--- config.mk ---
export PLATFORM = sky130hd
export DESIGN_NAME = bcd_rtc_core
export DESIGN_NICKNAME = d
export VERILOG_FILES = /design/src/rtl/rtc_pkg.sv /design/src/rtl/rtc_ctrl.sv /design/src/rtl/rtc_dp.sv /design/src/rtl/bcd_rtc_core.sv
export SDC_FILE = /design/constraint.sdc
export NUM_CORES = 1
export LEC_CHECK = 0
export BUFFER_PORTS_ARGS = -buffer_cell sky130_fd_sc_hd__buf_2
export CAP_MARGIN = 10
export CORE_AREA = 2 2 135 137
export DETAILED_ROUTE_END_ITERATION = 16
export DIE_AREA = 0 0 137 139
export PLACE_DENSITY = 0.64
export SKIP_LAST_GASP = 1
export SYNTH_ARGS = -nofsm -noshare
export SYNTH_HDL_FRONTEND = slang
export SYNTH_SLANG_ARGS = --single-unit
--- constraint.sdc ---
create_clock -name clk -period 4.1 [get_ports clk]
set_input_delay 0.82 -clock clk [delete_from_list [all_inputs] [get_ports clk]]
set_output_delay 0.82 -clock clk [all_outputs]
set_load 0.1 [all_outputs]
--- src/rtl/rtc_pkg.sv ---
package rtc_pkg;
  localparam int FIELDS = 8;
  localparam int BYTEW  = 8;
  localparam int IDXW   = $clog2(FIELDS);

  localparam int F_SEC   = 0;
  localparam int F_MIN   = 1;
  localparam int F_HOUR  = 2;
  localparam int F_DATE  = 3;
  localparam int F_MONTH = 4;
  localparam int F_YEAR  = 5;
  localparam int F_DOW   = 6;
  localparam int F_CENT  = 7;

  typedef logic [BYTEW-1:0] byteT;
  typedef logic [FIELDS-1:0][BYTEW-1:0] calT;

  typedef struct packed {
    logic              load;
    logic              snap;
    logic              stageWe;
    logic [FIELDS-1:0] bump;
    logic [FIELDS-1:0] roll;
  } ctrlStrobeT;

  function automatic byteT fieldMask(int f);
    case (f)
      F_SEC, F_MIN: return 8'h7F;
      F_HOUR:       return 8'hBF;
      F_DATE:       return 8'h3F;
      F_MONTH:      return 8'h1F;
      F_DOW:        return 8'h07;
      F_CENT:       return 8'h3F;
      default:      return 8'hFF;
    endcase
  endfunction

  function automatic byteT fieldReset(int f);
    return (f == F_CENT) ? 8'h20 : 8'h00;
  endfunction
endpackage

--- src/rtl/rtc_ctrl.sv ---
module rtc_ctrl
  import rtc_pkg::*;
(
  input  logic       tick,
  input  logic       commit,
  input  logic       unlock,
  input  logic       snapStart,
  input  logic       wrEn,
  input  calT        liveIn,
  output ctrlStrobeT stb
);
  function automatic logic isLeap(byteT yr, byteT cent);
    logic [3:0] tens, units;
    tens  = yr[7:4];
    units = yr[3:0];
    if (yr == 8'h00) return cent == 8'h20;
    if (!tens[0])    return (units == 4'd0) || (units == 4'd4) || (units == 4'd8);
    return (units == 4'd2) || (units == 4'd6);
  endfunction

  function automatic byteT monthLen(byteT mon, logic leap);
    case (mon)
      8'h02:                      return leap ? 8'h29 : 8'h28;
      8'h04, 8'h06, 8'h09, 8'h11: return 8'h30;
      default:                    return 8'h31;
    endcase
  endfunction

  logic advance, dayCarry;
  logic secTop, minTop, hourTop, dateTop, monTop, yearTop, dowTop;
  byteT lastDate;

  always_comb begin
    lastDate = monthLen(liveIn[F_MONTH], isLeap(liveIn[F_YEAR], liveIn[F_CENT]));
    secTop   = liveIn[F_SEC] >= 8'h59;
    minTop   = liveIn[F_MIN] >= 8'h59;
    hourTop  = {2'b00, liveIn[F_HOUR][5:0]} >= 8'h23;
    dateTop  = liveIn[F_DATE] >= lastDate;
    monTop   = liveIn[F_MONTH] >= 8'h12;
    yearTop  = liveIn[F_YEAR] >= 8'h99;
    dowTop   = liveIn[F_DOW] >= 8'd6;
  end

  always_comb begin
    stb         = '0;
    stb.load    = commit & unlock;
    stb.snap    = snapStart;
    stb.stageWe = wrEn;
    advance     = tick & ~stb.load;

    stb.bump[F_SEC]   = advance;
    stb.roll[F_SEC]   = advance & secTop;
    stb.bump[F_MIN]   = stb.roll[F_SEC];
    stb.roll[F_MIN]   = stb.bump[F_MIN] & minTop;
    stb.bump[F_HOUR]  = stb.roll[F_MIN];
    stb.roll[F_HOUR]  = stb.bump[F_HOUR] & hourTop;
    dayCarry          = stb.roll[F_HOUR];
    stb.bump[F_DATE]  = dayCarry;
    stb.roll[F_DATE]  = dayCarry & dateTop;
    stb.bump[F_DOW]   = dayCarry;
    stb.roll[F_DOW]   = dayCarry & dowTop;
    stb.bump[F_MONTH] = stb.roll[F_DATE];
    stb.roll[F_MONTH] = stb.bump[F_MONTH] & monTop;
    stb.bump[F_YEAR]  = stb.roll[F_MONTH];
    stb.roll[F_YEAR]  = stb.bump[F_YEAR] & yearTop;
    stb.bump[F_CENT]  = stb.roll[F_YEAR];
    stb.roll[F_CENT]  = stb.roll[F_YEAR];
  end
endmodule

--- src/rtl/rtc_dp.sv ---
module rtc_dp
  import rtc_pkg::*;
(
  input  logic            clk,
  input  logic            rstN,
  input  ctrlStrobeT      stb,
  input  logic [IDXW-1:0] regAddr,
  input  byteT            wrData,
  output calT             liveOut,
  output byteT            rdData
);
  calT liveQ, stageQ, snapQ;

  function automatic byteT bcdStep(byteT v);
    if (v[3:0] >= 4'd9) return {v[7:4] + 4'd1, 4'h0};
    return {v[7:4], v[3:0] + 4'd1};
  endfunction

  function automatic byteT nextValue(int f, byteT v, logic wrapIt);
    byteT t;
    case (f)
      F_HOUR: begin
        t = bcdStep({2'b00, v[5:0]});
        return wrapIt ? {v[7], 7'h00} : {v[7], 1'b0, t[5:0]};
      end
      F_DATE, F_MONTH: return wrapIt ? 8'h01 : bcdStep(v);
      F_DOW:           return wrapIt ? 8'h00 : v + 8'd1;
      F_CENT:          return (v == 8'h19) ? 8'h20 : 8'h19;
      default:         return wrapIt ? 8'h00 : bcdStep(v);
    endcase
  endfunction

  for (genvar f = 0; f < FIELDS; f++) begin : g_field
    localparam byteT MASK = fieldMask(f);
    localparam byteT RSTV = fieldReset(f);

    always_ff @(posedge clk or negedge rstN) begin
      if (!rstN) begin
        stageQ[f] <= RSTV;
      end else if (stb.stageWe && (regAddr == IDXW'(f))) begin
        stageQ[f] <= wrData & MASK;
      end
    end

    always_ff @(posedge clk or negedge rstN) begin
      if (!rstN) begin
        liveQ[f] <= RSTV;
      end else if (stb.load) begin
        liveQ[f] <= stageQ[f];
      end else if (stb.bump[f]) begin
        liveQ[f] <= nextValue(f, liveQ[f], stb.roll[f]);
      end
    end

    always_ff @(posedge clk or negedge rstN) begin
      if (!rstN) begin
        snapQ[f] <= RSTV;
      end else if (stb.snap) begin
        snapQ[f] <= liveQ[f];
      end
    end
  end

  assign liveOut = liveQ;
  assign rdData  = snapQ[regAddr];
endmodule

--- src/rtl/bcd_rtc_core.sv ---
module bcd_rtc_core
  import rtc_pkg::*;
(
  input  logic            clk,
  input  logic            rstN,
  input  logic            tick,
  input  logic            wrEn,
  input  logic [7:0]      wrData,
  input  logic            unlock,
  input  logic            commit,
  input  logic            snapStart,
  input  logic [IDXW-1:0] regAddr,
  output logic [7:0]      rdData
);
  ctrlStrobeT stb;
  calT        liveBus;

  rtc_ctrl u_ctrl (
    .tick      (tick),
    .commit    (commit),
    .unlock    (unlock),
    .snapStart (snapStart),
    .wrEn      (wrEn),
    .liveIn    (liveBus),
    .stb       (stb)
  );

  rtc_dp u_dp (
    .clk     (clk),
    .rstN    (rstN),
    .stb     (stb),
    .regAddr (regAddr),
    .wrData  (wrData),
    .liveOut (liveBus),
    .rdData  (rdData)
  );
endmodule

==> results.py, run 1 <==
metrics = {
    "logic_synthesis": {
        "yosys-top-cells-area": "dfrtp_1, mux2_2, ha_1, mux4_2, nor2_1",
        "synth_edf_count": 0,
        "ys_seq_area_share_pct": 49.7,
        "synth_ff_type": "dfrtp_1",
        "syn-cell-area_um2": 8620,
        "yosysTopAreaCell": "dfrtp_1",
        "ys_warn_count": 0,
        "avgSynthCellArea_um2": 11.9,
        "ys_ff_latch": 171,
        "synth.most_common_cell": "dfrtp_1",
        "netlist_instances": 725,
        "synth_cell_types": 67,
        "synth.top_cells.by_count": "dfrtp_1, mux2_2, ha_1, nor2_1, inv_1",
        "async_reset_ff_share_pct": 100,
        "synth_nets": 783,
        "synth_top_area_share_pct": 48.8,
    },
    "timing": {
        "slew-limit-headroom_pct": 44.9,
        "hold_viol": 0,
        "tightest_slew_ps": 824,
        "setup_violations": 0,
        "finClkSkew_ps": 7.13,
        "rsz0062_at_grt": "no",
        "holdWs_ps": 380,
        "fin_crit_ps": 3630,
        "clock.fmax_mhz": 275,
        "finalWorstSetupSlack_ps": 467,
        "post-route-period-util_pct": 88.6,
        "fin_tns_setup_ps": 0,
        "final_max_slew_viol_count": 0,
    },
    "route": {
        "wl_per_cell_um": 22.6,
        "vias": 6150,
        "firstDrtPassIters": 5,
        "drt-initial-drc-count": 606,
        "drt-vias-per-instance": 6.22,
        "antenna_left": 0,
        "wl_mm": 22.3,
        "drc": 0,
    },
    "worst_setup_path": {
        "r2r_cells": 11,
        "cp.required_ps": 4420,
        "crit_type": "flip-flop to flip-flop",
        "cp_cell_sequence": "inv_1 > ha_1 > or4b_2 > o32ai_1 > mux2i_1 > ha_1 > nor4b_1 > o211ai_1 > o21ai_2 > nor2_1 > a221o_1",
        "cpMostUsedCell": "ha_1",
        "cp_slowest_cell": "or4b_2",
        "reg2reg_from": "u_dp.liveOut[44]$_DFFE_PN0P_",
        "arrival_ps": 3950,
        "crit_family": "compound AO/OA/AOI/OAI gates",
        "crit_fanout": 8,
        "cp.buffers_inverters": 1,
        "r2r-end": "u_dp.liveOut[43]$_DFFE_PN0P_",
        "crit_path_end_kind": "flip-flop",
        "worstSetupStartpointType": "flip-flop",
        "reg2reg_setup_slack_ps": 470,
        "cp_slowest_stage_delay_ps": 600,
    },
    "clocking": {
        "clk_pin_slew_ps": 60,
        "holdBufCountCts": 0,
        "cts_buffer_depth": 2,
        "post_cts_buffers": 0,
        "clk_latency_ps": 430,
        "cts-resized-gates": 0,
        "tritoncts": "done",
        "clock-sinks": 171,
        "root_buffer": "clkbuf_16",
        "cts_made_buffers": 17,
        "h-tree-depth": 4,
    },
    "placed_design": {
        "gp_congestion": 0.873,
        "io_buffers": 25,
        "place_area_um2": 8980,
        "pre_cts_slack_ps": 554,
        "dpl.hpwl_mm": 15.5,
        "place_inst": 956,
    },
    "floorplanning": {
        "start_util_pct": 48.8,
        "rows": 49,
        "die_w_um": 137,
        "fp.coreArea_um2": 17700,
        "die_area_um2": 19000,
        "ios": 26,
        "dieHeight_um": 139,
    },
    "grt": {
        "grt_pass1_vias": 6075,
        "overflow": 0,
        "grt_usage_pct": 24.7,
        "grt_max_degree": 75,
        "antenna_found_initial": 0,
        "grt_pass1_wl_mm": 35.0,
    },
    "run": {
        "drv_cap": 0,
    },
    "power": {
        "vdd_ir_drop_max_mv": 0.499,
        "pwr_density_cell_nw_per_um2": 680,
        "power_mw": 6.53,
        "leakage_nw": 4.13,
    },
    "final_layout": {
        "drive_gt1_share_pct": 27.9,
        "nNetsFinal": 804,
        "area_growth_syn_to_layout_pct": 11.2,
        "fin_area_um2": 9590,
        "fin_util_pct": 54.3,
        "stdcell_count": 988,
        "antenna-diode-count": 0,
    },
    "min_path": {
        "hp-class": "input port to async pin",
    },
    "outcome": {
        "status": "finished, final reports clean",
    },
}
-- cells in the final DEF, fill, tap and decap left out, types with 4 or more instances in the layout --
master	instances
nand4_1	7
clkbuf_16	17
o21ai_0	30
a21oi_1	29
and3_1	6
nor3b_1	6
dfrtp_1	168
a211oi_1	4
nand2b_1	6
nor3_1	8
ha_1	40
mux4_2	13
nand2_1	32
o211ai_1	10
mux2i_1	8
a22oi_1	6
nor2b_1	4
and2_1	5
a221oi_1	4
inv_1	35
mux2_2	119
buf_4	8
nor2_1	40
a221o_1	10
nand3_1	18
a31oi_1	13
nor4_1	6
or3_1	7
buf_2	24
clkinvlp_4	5
-- area by class of cell --
| class | instances | area, um2 |
|---|---|---|
| Clock buffer | 21 | 470 |
| Tap cell | 229 | 287 |
| Timing Repair Buffer | 34 | 211 |
| Inverter | 35 | 131 |
| Sequential cell | 171 | 4280 |
| Multi-Input combinational cell | 487 | 4070 |
| Clock inverter | 11 | 143 |
| Fill cell | 1501 | 8070 |
-- flip-flops by register name, summed over array words and instances (netlist names) --
| register | flops |
|---|---|
| u_dp.stageQ | 49 |
| u_dp.liveOut | 61 |
| u_dp.snapQ | 61 |
-- layer usage --
metal  wire length [um]  up-vias  track usage [%]
met5                  0        -                0
met4                307        0             6.57
met3               1440       23             5.48
met2               9900      224             35.5
met1              10600     3162             37.9
li1                   -     2741                -
-- how the worst max path moves through the flow --
stage,startpoint,end,slack [ps],depth (start not counted)
floorplan,regAddr[0],rdData[7],190,5
global placement,u_dp.liveOut[44]$_DFFE_PN0P_,u_dp.liveOut[43]$_DFFE_PN0P_,620,11
detailed placement,u_dp.liveOut[44]$_DFFE_PN0P_,u_dp.liveOut[43]$_DFFE_PN0P_,550,11
CTS,u_dp.liveOut[44]$_DFFE_PN0P_,u_dp.liveOut[43]$_DFFE_PN0P_,530,11
global route,u_dp.liveOut[44]$_DFFE_PN0P_,u_dp.liveOut[43]$_DFFE_PN0P_,230,11
finish,u_dp.liveOut[44]$_DFFE_PN0P_,u_dp.liveOut[43]$_DFFE_PN0P_,470,11
-- cells by family (layout without fill, tap and decap cells) --
group,count (synthesis),count (layout),share of synthesized area (%)
muxes,140,140,19.9
and+or+nand+nor,162,162,9.96
DFF,171,171,49.7
adders and majority gates,40,40,5.80
xor gates and xnor gates,3,3,0.305
AOI/OAI and AO/OA,142,142,11.2
buffers and inverters,67,101,3.18
-- where the power goes --
group / internal, mW / switching (mW) / total, mW
Clock: 1.00 / 0.670 / 1.67
Sequential: 2.21 / 0.637 / 2.85
Combinational: 0.867 / 1.14 / 2.00
Total: 4.08 / 2.44 / 6.53
-- worst register-to-register path: cells and delay by family (launching register included) --
kind                       cells  cell delay [ps]
AOI/OAI and AO/OA              4             1200
and+or+nand+nor                3             1160
DFF                            1              490
adders and majority gates      2              440
buffers and inverters          1              130
muxes                          1              110
No activity file was read; power rests on OpenSTA's default activity.
==> run 2, diff against run 1 <==
--- a/config.mk
+++ b/config.mk
@@ -10,7 +10,7 @@
 export CORE_AREA = 2 2 135 137
 export DETAILED_ROUTE_END_ITERATION = 16
 export DIE_AREA = 0 0 137 139
-export PLACE_DENSITY = 0.64
+export PLACE_DENSITY = 0.75
 export SKIP_LAST_GASP = 1
 export SYNTH_ARGS = -nofsm -noshare
 export SYNTH_HDL_FRONTEND = slang
==> results.py, run 2 (same netlist as run 1, synthesis figures left out) <==
metrics = {
    "final_layout": {
        "multiInputGateArea_um2": 4070,
        "stdcell_count": 991,
        "mostFrequentLayoutCell": "dfrtp_1",
        "nNetsFinal": 805,
        "area_growth_syn_to_layout_pct": 11.9,
        "drive_gt1_share_pct": 28.0,
        "seq_area_um2": 4280,
        "final_cell_mix": "dfrtp_1, mux2_2, nor2_1, ha_1, inv_1",
        "n_fill_cell": 1446,
    },
    "clocking": {
        "clock-sinks": 171,
        "post_cts_buffers": 0,
        "root_buffer": "clkbuf_16",
        "clk_pin_slew_ps": 70,
        "cts-resized-gates": 0,
        "cts_buffer_depth": 2,
        "clk_latency_ps": 430,
        "tritoncts": "done",
        "cts_made_buffers": 17,
        "h-tree-depth": 4,
        "holdBufCountCts": 0,
    },
    "worst_setup_path": {
        "r2r_cells": 12,
        "crit_fanout": 8,
        "crit_type": "flip-flop to flip-flop",
        "cp.required_ps": 4440,
        "crit_path_end_kind": "flip-flop",
        "reg2reg_from": "u_dp.liveOut[44]$_DFFE_PN0P_",
        "reg2reg_setup_slack_ps": 360,
        "arrival_ps": 4090,
        "r2r-end": "u_dp.liveOut[27]$_DFFE_PN0P_",
        "worstSetupStartpointType": "flip-flop",
        "crit_start": "u_dp.liveOut[44]$_DFFE_PN0P_",
    },
    "placed_design": {
        "io_buffers": 25,
        "place_inst": 957,
        "gp_congestion": 0.901,
        "dpl.hpwl_mm": 14.4,
    },
    "floorplanning": {
        "die_area_um2": 19000,
        "ios": 26,
        "die_w_um": 137,
        "rows": 49,
        "start_util_pct": 48.8,
        "fp.coreArea_um2": 17700,
        "dieHeight_um": 139,
    },
    "timing": {
        "setup_violations": 0,
        "final_max_slew_viol_count": 0,
        "rsz0062_at_grt": "no",
        "slew-limit-headroom_pct": 53.3,
        "finClkSkew_ps": 7.67,
        "clock.fmax_mhz": 267,
        "tightest_slew_ps": 700,
        "fin_tns_setup_ps": 0,
        "post-route-period-util_pct": 91.3,
        "hold_viol": 0,
        "fin_crit_ps": 3740,
        "holdWs_ps": 376,
    },
    "grt": {
        "antenna_found_initial": 2,
        "grt_pass1_wl_mm": 33.1,
        "overflow": 0,
        "grt_max_degree": 71,
        "grt_pass1_vias": 5870,
        "grt_usage_pct": 23.0,
    },
    "route": {
        "vias": 6158,
        "drt-initial-drc-count": 543,
        "highest_layer": "met4",
        "drt-met1-wl_mm": 9.25,
        "wl_mm": 21.0,
        "firstDrtPassIters": 5,
        "route.met2.wl_mm": 9.74,
        "antenna_left": 0,
        "dr_wl_met3_mm": 1.50,
        "drt-vias-per-instance": 6.21,
        "drc": 0,
        "wl_per_cell_um": 21.2,
    },
    "power": {
        "vdd_ir_drop_max_mv": 0.510,
        "leakage_nw": 4.17,
        "pwr_density_cell_nw_per_um2": 684,
    },
    "min_path": {
        "hp-class": "input port to async pin",
    },
    "outcome": {
        "status": "finished, final reports clean",
    },
    "run": {
        "drv_cap": 0,
    },
}
==> run 2: changes by cell type in the layout (fill, tap and decap cells not counted) <==
cell	change
buf_4	+1
bufinv_16	+2
clkinv_4	+2
clkinvlp_4	-4
diode_2	+2
==> run 2: worst max path at each step <==
| stage | end | slack (ps) | cells past startpoint |
|---|---|---|---|
| after floorplan | rdData[7] | 190 | 5 |
| after global placement | u_dp.liveOut[29]$_DFFE_PN0P_ | 570 | 12 |
| after detailed placement | u_dp.liveOut[27]$_DFFE_PN0P_ | 420 | 12 |
| after CTS | u_dp.liveOut[27]$_DFFE_PN0P_ | 420 | 12 |
| after global routing | u_dp.liveOut[29]$_DFFE_PN0P_ | 1 | 12 |
| final | u_dp.liveOut[27]$_DFFE_PN0P_ | 360 | 12 |
==> run 2: area by class of cell <==
type	instances	area share, %
Sequential cell	171	44.4
Multi-Input combinational cell	487	42.1
Clock buffer	21	4.87
Tap cell	229	2.97
Timing Repair Buffer	35	2.27
Clock inverter	11	1.97
Inverter	35	1.36
Antenna cell	2	0.0519
==> run 2: critical path, cell delays in order, from the launching register on <==
cell	delay [ps]
dfrtp_1	480
inv_1	120
ha_1	140
or4b_2	600
o32ai_1	330
mux2i_1	130
ha_1	290
nor4b_1	390
o211ai_1	200
nor2_1	390
buf_4	230
a21oi_1	130
o211ai_1	220
==> run 2: routing by layer <==
| layer | vias up | global-route usage, % |
|---|---|---|
| met5 | - | 0 |
| met4 | 0 | 8.68 |
| met3 | 52 | 5.15 |
| met2 | 241 | 34.6 |
| met1 | 3128 | 32.6 |
| li1 | 2737 | - |
==> run 2: report_power, final <==
group | switching, mW | internal [mW] | total, mW | leakage [nW]
clock | 0.659 | 1.13 | 1.79 | 0.323
sequential | 0.622 | 2.21 | 2.84 | 2.02
combinational | 1.12 | 0.865 | 1.98 | 1.83
total | 2.40 | 4.21 | 6.61 | 4.17
==> run 2: metrics by stage <==
step	setup slack [ps]	total power, mW	utilization [%]	instance area, um2
floorplan	191	4.15	-	8620
global placement	575	4.73	50.9	8980
detailed placement	423	4.79	50.9	8980
CTS	416	6.59	54.6	9650
global route	1.24	6.96	54.6	9650
finish	356	6.61	54.7	9650
